`src/rtl/lcdr_pkg.sv`:
```
package lcdr_pkg;

    typedef enum logic [0:0] {
        TK_IDLE = 1'b0,
        TK_RUN  = 1'b1
    } tick_state_e;

    localparam int N_TIMING   = 4;
    localparam int N_ID       = 8;
    localparam int N_CAUSE    = 2;
    localparam int CAUSE_LSB  = 2;
    localparam int CTRL_W     = 12;
    localparam logic [CTRL_W-1:0] CTRL_KEEP = 12'hF0F;

    localparam int OFS_TIM0   = 0;
    localparam int OFS_UPBASE = 4;
    localparam int OFS_LPBASE = 5;
    localparam int OFS_SLOT_A = 6;
    localparam int OFS_SLOT_B = 7;
    localparam int OFS_STATUS = 8;
    localparam int OFS_CLEAR  = 10;

    // Identification byte idx for a map variant; variant 2 differs in bytes 0 and 2
    function automatic logic [7:0] id_byte(input int variant, input int idx);
        logic [7:0] b;
        unique case (idx)
            0:       b = (variant == 2) ? 8'h11 : 8'h10;
            1:       b = 8'h11;
            2:       b = (variant == 2) ? 8'h24 : 8'h04;
            3:       b = 8'h00;
            4:       b = 8'h0d;
            5:       b = 8'hf0;
            6:       b = 8'h05;
            default: b = 8'hb1;
        endcase
        return b;
    endfunction

endpackage

```
`src/rtl/lcdr_regs.sv`:
```
module lcdr_regs
    import lcdr_pkg::*;
#(
    parameter int MAP_VARIANT = 0,
    parameter int ADDR_W      = 10
) (
    input  logic                          clk,
    input  logic                          rst_n,
    input  logic                          wr_en,
    input  logic [ADDR_W-1:0]             addr,
    input  logic [31:0]                   wdata,
    output logic [N_TIMING-1:0][31:0]     timing_q,
    output logic [31:0]                   upbase_q,
    output logic [31:0]                   lpbase_q,
    output logic [CTRL_W-1:0]             ctrl_q,
    output logic [N_CAUSE-1:0]            mask_q,
    output logic                          ctrl_wr,
    output logic                          rd_hit,
    output logic [31:0]                   rd_val
);

    localparam int CTRL_OFS = (MAP_VARIANT == 0) ? OFS_SLOT_B : OFS_SLOT_A;
    localparam int MASK_OFS = (MAP_VARIANT == 0) ? OFS_SLOT_A : OFS_SLOT_B;
    localparam logic [ADDR_W-1:0] A_CTRL = ADDR_W'(CTRL_OFS);
    localparam logic [ADDR_W-1:0] A_MASK = ADDR_W'(MASK_OFS);
    localparam logic [ADDR_W-1:0] A_UP   = ADDR_W'(OFS_UPBASE);
    localparam logic [ADDR_W-1:0] A_LP   = ADDR_W'(OFS_LPBASE);

    logic mask_wr;

    assign ctrl_wr = wr_en && (addr == A_CTRL);
    assign mask_wr = wr_en && (addr == A_MASK);

    for (genvar g = 0; g < N_TIMING; g++) begin : g_tim
        always_ff @(posedge clk or negedge rst_n) begin
            if (!rst_n) begin
                timing_q[g] <= '0;
            end else if (wr_en && (addr == ADDR_W'(OFS_TIM0 + g))) begin
                timing_q[g] <= wdata;
            end
        end
    end

    always_ff @(posedge clk or negedge rst_n) begin
        if (!rst_n) begin
            upbase_q <= '0;
            lpbase_q <= '0;
            ctrl_q   <= '0;
            mask_q   <= '0;
        end else begin
            if (wr_en && (addr == A_UP)) upbase_q <= wdata;
            if (wr_en && (addr == A_LP)) lpbase_q <= wdata;
            if (ctrl_wr)                 ctrl_q   <= wdata[CTRL_W-1:0] & CTRL_KEEP;
            if (mask_wr)                 mask_q   <= wdata[CAUSE_LSB +: N_CAUSE];
        end
    end

    always_comb begin
        rd_hit = 1'b1;
        rd_val = '0;
        if (addr == A_UP) begin
            rd_val = upbase_q;
        end else if (addr == A_LP) begin
            rd_val = lpbase_q;
        end else if (addr == A_CTRL) begin
            rd_val = 32'(ctrl_q);
        end else if (addr == A_MASK) begin
            rd_val = 32'(mask_q) << CAUSE_LSB;
        end else begin
            rd_hit = 1'b0;
            for (int i = 0; i < N_TIMING; i++) begin
                if (addr == ADDR_W'(OFS_TIM0 + i)) begin
                    rd_hit = 1'b1;
                    rd_val = timing_q[i];
                end
            end
        end
    end

endmodule

```
`src/rtl/lcdr_frame_tick.sv`:
```
module lcdr_frame_tick
    import lcdr_pkg::*;
#(
    parameter int TICK_CYCLES = 833_333
) (
    input  logic clk,
    input  logic rst_n,
    input  logic ctrl_wr,
    input  logic en_bit,
    output logic tick
);

    localparam int CW = (TICK_CYCLES > 1) ? $clog2(TICK_CYCLES) : 1;
    localparam logic [CW-1:0] LAST = CW'(TICK_CYCLES - 1);

    tick_state_e state_q, state_d;
    logic [CW-1:0] cnt_q;

    always_comb begin
        state_d = state_q;
        unique case (state_q)
            TK_IDLE: if (ctrl_wr && en_bit)  state_d = TK_RUN;   // start
            TK_RUN:  if (ctrl_wr && !en_bit) state_d = TK_IDLE;  // stop
            default: state_d = TK_IDLE;
        endcase
    end

    always_ff @(posedge clk or negedge rst_n) begin
        if (!rst_n) begin
            state_q <= TK_IDLE;
            cnt_q   <= '0;
        end else begin
            state_q <= state_d;
            if (ctrl_wr) begin
                cnt_q <= '0;                                   // restart
            end else if (state_q == TK_RUN) begin
                cnt_q <= (cnt_q == LAST) ? '0 : cnt_q + CW'(1); // wrap
            end
        end
    end

    always_comb begin
        tick = (state_q == TK_RUN) && (cnt_q == LAST) && !ctrl_wr;
    end

endmodule

```
`src/rtl/lcdr_irq.sv`:
```
module lcdr_irq
    import lcdr_pkg::*;
(
    input  logic               clk,
    input  logic               rst_n,
    input  logic               tick,
    input  logic               clr_wr,
    input  logic [N_CAUSE-1:0] clr_bits,
    input  logic [N_CAUSE-1:0] mask,
    output logic [N_CAUSE-1:0] raw_q,
    output logic               irq
);

    logic [N_CAUSE-1:0] drop, raise;

    assign drop  = clr_wr ? clr_bits : '0;
    assign raise = tick ? '1 : '0;

    always_ff @(posedge clk or negedge rst_n) begin
        if (!rst_n) begin
            raw_q <= '0;
        end else begin
            raw_q <= (raw_q & ~drop) | raise;
        end
    end

    assign irq = |(raw_q & mask);

endmodule

```
`src/rtl/lcd_reg_unit.sv`:
```
module lcd_reg_unit
    import lcdr_pkg::*;
#(
    parameter int MAP_VARIANT = 0,
    parameter int ADDR_W      = 10,
    parameter int TICK_CYCLES = 833_333
) (
    input  logic                   clk,
    input  logic                   rst_n,
    input  logic                   wr_en,
    input  logic                   rd_en,
    input  logic [ADDR_W-1:0]      addr,
    input  logic [31:0]            wdata,
    output logic [31:0]            rd_data,
    output logic                   rd_valid,
    output logic                   irq,
    output logic                   lcd_en,
    output logic                   lcd_power,
    output logic [2:0]             pix_depth,
    output logic                   bgr_sel,
    output logic                   byte_be,
    output logic                   pixel_be,
    output logic [31:0]            upper_base,
    output logic [31:0]            lower_base,
    output logic [N_TIMING*32-1:0] timing_flat
);

    localparam logic [ADDR_W-1:0] A_STATUS  = ADDR_W'(OFS_STATUS);
    localparam logic [ADDR_W-1:0] A_CLEAR   = ADDR_W'(OFS_CLEAR);
    localparam logic [ADDR_W-1:0] A_ID_BASE = ADDR_W'((1 << ADDR_W) - N_ID);

    logic [N_TIMING-1:0][31:0] timing_q;
    logic [CTRL_W-1:0]         ctrl_q;
    logic [N_CAUSE-1:0]        irq_mask;
    logic [N_CAUSE-1:0]        raw_status;
    logic                      ctrl_wr;
    logic                      regs_hit;
    logic [31:0]               regs_val;
    logic                      tick_pulse;
    logic                      clr_wr;
    logic [31:0]               rd_mux;

    lcdr_regs #(.MAP_VARIANT(MAP_VARIANT), .ADDR_W(ADDR_W)) u_regs (
        .clk      (clk),
        .rst_n    (rst_n),
        .wr_en    (wr_en),
        .addr     (addr),
        .wdata    (wdata),
        .timing_q (timing_q),
        .upbase_q (upper_base),
        .lpbase_q (lower_base),
        .ctrl_q   (ctrl_q),
        .mask_q   (irq_mask),
        .ctrl_wr  (ctrl_wr),
        .rd_hit   (regs_hit),
        .rd_val   (regs_val)
    );

    lcdr_frame_tick #(.TICK_CYCLES(TICK_CYCLES)) u_tick (
        .clk     (clk),
        .rst_n   (rst_n),
        .ctrl_wr (ctrl_wr),
        .en_bit  (wdata[0]),
        .tick    (tick_pulse)
    );

    assign clr_wr = wr_en && (addr == A_CLEAR);

    lcdr_irq u_irq (
        .clk      (clk),
        .rst_n    (rst_n),
        .tick     (tick_pulse),
        .clr_wr   (clr_wr),
        .clr_bits (wdata[CAUSE_LSB +: N_CAUSE]),
        .mask     (irq_mask),
        .raw_q    (raw_status),
        .irq      (irq)
    );

    assign lcd_en      = ctrl_q[0];
    assign pix_depth   = ctrl_q[3:1];
    assign bgr_sel     = ctrl_q[8];
    assign byte_be     = ctrl_q[9];
    assign pixel_be    = ctrl_q[10];
    assign lcd_power   = ctrl_q[11];
    assign timing_flat = timing_q;

    always_comb begin
        rd_mux = '0;
        if (regs_hit) begin
            rd_mux = regs_val;
        end else if (addr == A_STATUS) begin
            rd_mux = 32'(raw_status) << CAUSE_LSB;
        end else if (addr >= A_ID_BASE) begin
            rd_mux = {24'h0, id_byte(MAP_VARIANT, int'(addr[2:0]))};
        end
    end

    always_ff @(posedge clk or negedge rst_n) begin
        if (!rst_n) begin
            rd_data  <= '0;
            rd_valid <= 1'b0;
        end else begin
            rd_valid <= rd_en;
            if (rd_en) rd_data <= rd_mux;
        end
    end

endmodule

```
`config.mk`:
```
export PLATFORM = sky130hd
export DESIGN_NAME = lcd_reg_unit
export DESIGN_NICKNAME = d
export VERILOG_FILES = /design/src/rtl/lcdr_pkg.sv /design/src/rtl/lcdr_regs.sv /design/src/rtl/lcdr_frame_tick.sv /design/src/rtl/lcdr_irq.sv /design/src/rtl/lcd_reg_unit.sv
export SDC_FILE = /design/constraint.sdc
export NUM_CORES = 1
export LEC_CHECK = 0
export ABC_AREA = 1
export BUFFER_PORTS_ARGS = -buffer_cell sky130_fd_sc_hd__buf_2
export CAP_MARGIN = 10
export CORE_MARGIN = 4
export CORE_UTILIZATION = 40
export DETAILED_ROUTE_END_ITERATION = 8
export GPL_TIMING_DRIVEN = 0
export PLACE_DENSITY = 0.64
export SLEW_MARGIN = 30
export SYNTH_ARGS = -nofsm -noshare
export SYNTH_HDL_FRONTEND = slang
export SYNTH_SLANG_ARGS = --single-unit
```
`constraint.sdc`:
```
create_clock -name clk -period 1.6 [get_ports clk]
set_input_delay 0.08 -clock clk [delete_from_list [all_inputs] [get_ports clk]]
set_output_delay 0.08 -clock clk [all_outputs]
set_load 0.05 [all_outputs]
```
### After elaboration in Yosys (flattened, before gate mapping)

Index checks and enable logic that the tools add are counted.

* add/sub/neg operators: 1
* $mul: 0
* divide/modulo/power cells: 0
* magnitude comparators: 1
* eq/ne operators: 16
* shift operators: 0
* muxes and demuxes: 28
* bitwise operators: 5
* reductions and logical operators: 19

Operators with widths (number)
* 2-to-1 mux 32 bit: 9
* 2-to-1 mux 20 bit: 3
* one-hot mux 8 bit (7 select lines): 1
* == test 10 x 3 -> 1 bit (second input constant): 4
* adder 20 x 1 -> 20 bit (second input constant): 1
* == test 10 x 2 -> 1 bit (second input constant): 2
* == test 10 x 4 -> 1 bit (second input constant): 2
* == test 20 bit (second input constant): 1
* 2-to-1 mux 8 bit: 2
* logical AND 1 bit: 13
* == test 10 x 1 -> 1 bit (second input constant): 1
* >= comparator 10 bit (second input constant): 1
* logical NOT 10 bit: 1
* 2-to-1 mux 1 bit: 10
* == test 3 bit (second input constant): 3
* == test 3 x 2 -> 1 bit (second input constant): 2
* AND 2 bit: 2
* 2-to-1 mux 2 bit: 2
* == test 3 x 1 -> 1 bit (second input constant): 1
* logical NOT 3 bit: 1
* logical NOT 1 bit: 2
* NOT 2 bit: 1
* OR 2 bit: 1
* one-hot mux 1 bit (2 select lines): 1
* 3 further kinds: 3

* flip-flop bits (word level): 258
* bits in latches: 0
* memory bits (writable): 0
* memory bits (read-only): 0
* input bits: 46
* memories kept: 0

### Logic depth before layout (Yosys ltp)

* depth after elaboration: 10
* mapped depth: 13
* gate-level depth less buffers: 13

### By module

From an unflattened synthesis, not the netlist that was laid out.

* cells, all modules: 1446
* area total of the unflattened synthesis: 11907.7 µm²

Modules (own cells, without submodules)
* lcdr_regs: instances 1, cells each 1056, area each 8914.8 µm², seq. area each 5054.8 µm²
* lcd_reg_unit: instances 1, cells each 181, area each 1495.2 µm², seq. area each 825.8 µm²
* lcdr_frame_tick: instances 1, cells each 197, area each 1410.1 µm², seq. area each 525.5 µm²
* lcdr_irq: instances 1, cells each 12, area each 87.6 µm², seq. area each 50.0 µm²

### Worst setup path after synthesis

No wires, ideal clock.

* path type: reg2reg
* start: register u_tick.cnt_q[0]
* end: register u_tick.cnt_q[16]
* library setup time: 65 ps
* arrival: 1662 ps
* slack: -127 ps
* cell stages (with the launch flop): 11
* period minus slack after synthesis: 1727 ps
* cells stage by stage: dfrtp_1 ha_1 nand3_1 nor2_1 nand4_1 or2_2 nor2_2 nand2_1 o21ai_1 nand3_1 nand2_1

* longest elaborated chain between the ends: 4
* elaborated cells on any way between the ends: 5
* classes of those cells: 1 x add/sub; 1 x eq/ne; 3 x mux

RTL lines
* from (decl): RTL line lcdr_frame_tick.sv:17 `logic [CW-1:0] cnt_q;`
* from (signal assigned): RTL line lcdr_frame_tick.sv:37 `cnt_q <= (cnt_q == LAST) ? '0 : cnt_q + CW'(1);`
* adder 20 x 1 -> 20 bit or == test 20 bit (tied branches): RTL line lcdr_frame_tick.sv:37
* 2-to-1 mux 20 bit *: RTL line lcdr_frame_tick.sv:37
* 2-to-1 mux 20 bit *: RTL line lcdr_frame_tick.sv:36 `end else if (state_q == TK_RUN) begin`
* 2-to-1 mux 20 bit *: RTL line lcdr_frame_tick.sv:34 `if (ctrl_wr) begin`

Mark *: on every way between the ends. The rest lies on a longest branch, timed or not. The select of a mux whose other input is x is not followed.
A chain may end at the register's enable or synchronous reset.

### Worst setup path in the final report

Ends and elaborated chain as after synthesis.

==> out/results.tsv <==
metric	value	unit
power.density	973.3	mW/mm^2
fin_tns_setup	-0.5891	ns
clockRootBuffer	clkbuf_16	
via_count	11885	
grt_start_max_net_pins	77	
yosys-top-cells-count	406 x nand2_1, 257 x dfrtp_1, 164 x o21ai_0	
drive_above_1_share	24.13	%
synth_ff_type	dfrtp_1	
synth_cell_types	37	
grt_pass1_vias	11525	
startpoint	u_tick.cnt_q[0]	
clkTransAtPathRegs	0.06	ns
maxCapViolCount	0	
die_area	0.03254	sq mm
p_clk_share	43.4	%
ant_nets	0	
start_util	40.97	%
worst_path_largest_cell_delay	0.36	ns
routed_via_density	5.351	
worst_clock_skew	0.008907	ns
rr_startpoint	u_tick.cnt_q[0]	
synth_edf_count	0	
synthArstFlopShare	100.0	%
cp-end-kind	flip-flop	
cts.sinks	257	
n_fill_cell	2791	
die_x	180.4	um
finalWorstPathRequiredPeriod	1.752	ns
synth_nets	1502	
finalPower	15.03	mW
synth.most_common_cell	nand2_1	
critical_path_arrival	2.24	ns
finalCritPeriodShare	109.5	%
cts_tree	built	
cts_buffers	28	
ys_seq_elements	257	
critical_path.slowest_cell	dfrtp_1	
rsz0062_at_grt	true	
power_frac_seq	45.6	%
dp_hpwl	32.72	mm
track_usage	27.42	%
wl_per_cell	20.88	um
yosysTopAreaCell	dfrtp_1	
ios	280	
clock_latency	0.54	ns
intPower	11.09	mW
routed_wl	46.38	mm
combPwrFrac	11.0	%
yosysWarnings	0	
avgSynthCellArea	8.175	sq um
core_area	0.02901	sq mm
hp-class	in -> async	
max_freq	570.8	MHz
drcViolationCount	0	
place_congestion	0.9090	
crit_required	2.08	ns
antenna_found_initial	1	
synth_top_cell_area_share	54.11	%
syn2layout_area_growth	29.87	%
grt_pass1_wl	69.97	mm
start_kind	flip-flop	
drv_slew	0	
swShare	26.16	%
final_nets	1865	
grt-ovfl-total	0	
setup_viol	13	
clock_path_buffers	3	
fp.dieH	180.4	um
max_slew_margin	46.44	%
violations	negative setup slack	
worst_pin_slew	0.8033	ns
p_sw	3.931	mW
crit_chain	ha_2 > nand3_2 > nor2_2 > nand4_1 > or2_4 > nor2_4 > nand2_2 > o21ai_2 > nand3_1 > nand2_1	
num_rows	62	
synth_cells	1454	
path_class	reg -> reg	
worst_slack	-0.1518	ns
yosys-top-cells-area	dfrtp_1 54%, nand2_1 13%, o21ai_0 6.9%	
leakage	8.028	nW
syn_area	0.01189	sq mm
drt-pass1-iter-count	5	
status	complete, but fails checks	
yosysSeqAreaShare	54.11	%
vdd_ir_drop_max	0.7402	mV
cts-htree-levels	1	
finalHoldViolations	0	
numPortBuffers	277	
crit_fanout	4	
first_iter_violations	1117	
## worst paths after layout
check,depth (start not counted),end,slack [ns]
min in group clk,4,rd_data[3],0.07
worst min register to register,2,rd_data[27],0.47
max in group asynchronous,4,u_regs.timing_q[83],0.52
worst min-delay path,2,u_tick.cnt_q[12],0.003
worst max-delay path,10,u_tick.cnt_q[16],-0.15
worst max register to register,10,u_tick.cnt_q[16],-0.15
## layout by cell type, fill, tap and decap left out, types with 3 or more instances in the layout
master and count:
buf_4 22, buf_2 287, nor2_4 7, nor3_1 9, nor2_8 3, o21ai_0 159
inv_2 8, o21ai_2 4, nand3_2 9, a21oi_1 53, nand2_1 399, clkbuf_1 46
inv_1 119, clkbuf_8 5, xor2_1 7, nor3_2 6, buf_16 3, nand3_1 45
clkbuf_2 10, o21ai_1 87, clkinv_2 6, nand3b_1 3, o211ai_1 22, nor4_1 4
nor2_1 113, nand2_2 13, o22ai_1 7, nand4_1 21, nand2_4 4, nor2_2 6
clkbuf_16 29, buf_6 4, dfrtp_1 257, dlygate4sd3_1 34
## flip-flops by register name, summed over array words and instances, names as in the netlist
register,flops
u_regs.lpbase_q,32
u_regs.timing_q,128
u_irq.raw_q,2
rd_valid,1
u_regs.ctrl_q,8
rd_data,32
u_regs.upbase_q,32
u_regs.mask_q,2
u_tick.cnt_q,20
## metal layers
metal  track usage, %  share of wire, %  up-vias
met5                0                 0        -
met4            10.01               3.9        0
met3            6.601               9.6      107
met2            42.37                45      592
met1            37.88                41     5705
li1                 -                 -     5481
## final cells by class
| cell class | instances | area [sq um] | share of cell area [%] |
|---|---|---|---|
| Antenna cell | 1 | 2.502 | 0.01621 |
| Buffer | 70 | 322.8 | 2.091 |
| Clock buffer | 41 | 820.8 | 5.317 |
| Clock inverter | 8 | 90.09 | 0.5836 |
| Inverter | 130 | 500.5 | 3.242 |
| Multi-Input combinational cell | 997 | 4817 | 31.20 |
| Sequential cell | 257 | 6431 | 41.66 |
| Tap cell | 384 | 480.5 | 3.112 |
| Timing Repair Buffer | 332 | 1966 | 12.73 |
| Timing Repair inverter | 1 | 6.256 | 0.04053 |
## cells by family after synthesis
family                     count (synthesis)  synth area share, %
adders and majority gates                  2               0.2105
and+or+nand+nor                          649                23.52
AOI/OAI and AO/OA                        338                14.89
DFF                                      257                54.11
buffers and inverters                    200                6.684
xor gates and xnor gates                   8               0.5895
## power groups by stage
| stage | logic, mW | registers (mW) | clock network, mW |
|---|---|---|---|
| floorplan | 0.502 | 7.21 | 0 |
| global placement | 1.21 | 6.96 | 0 |
| detailed placement | 1.26 | 6.96 | 0 |
| CTS | 1.44 | 6.85 | 6.57 |
| global route | 1.76 | 6.88 | 6.87 |
| finish | 1.65 | 6.86 | 6.52 |
## what timing repair did
action,in CTS,in global routing
hold buffers,34,0
gates cloned,0,2
endpoints found under the hold margin,297,0
setup buffers,6,11
resized for setup,12,55
endpoints found under the setup margin,24,170
pin swaps,2,13
## worst max-delay path, delay by kind of cell, from the launching register on
| family | cells | cell delay [ns] |
|---|---|---|
| fa+ha+maj | 1 | 0.20 |
| simple gates | 8 | 1.03 |
| flops | 1 | 0.36 |
| compound gates | 1 | 0.10 |
## metrics by stage
step | cells | worst slack [ns] | util [%] | instance area [sq um] | hold WS, ns
global route | 2221 | -0.2767 | 53.21 | 15440 | 0.04299
finish | 2221 | -0.1518 | 53.21 | 15440 | 0.003001
CTS | 2207 | -0.07892 | 52.35 | 15190 | 0.01448
detailed placement | 2118 | -0.5988 | 47.76 | 13860 | -0.02126
global placement | 2115 | -4.288 | 47.44 | 13760 | 0.2029
floorplan | 1454 | -0.01721 | - | 11900 | -0.2156
Note: power is estimated with default switching activity, not from simulation.
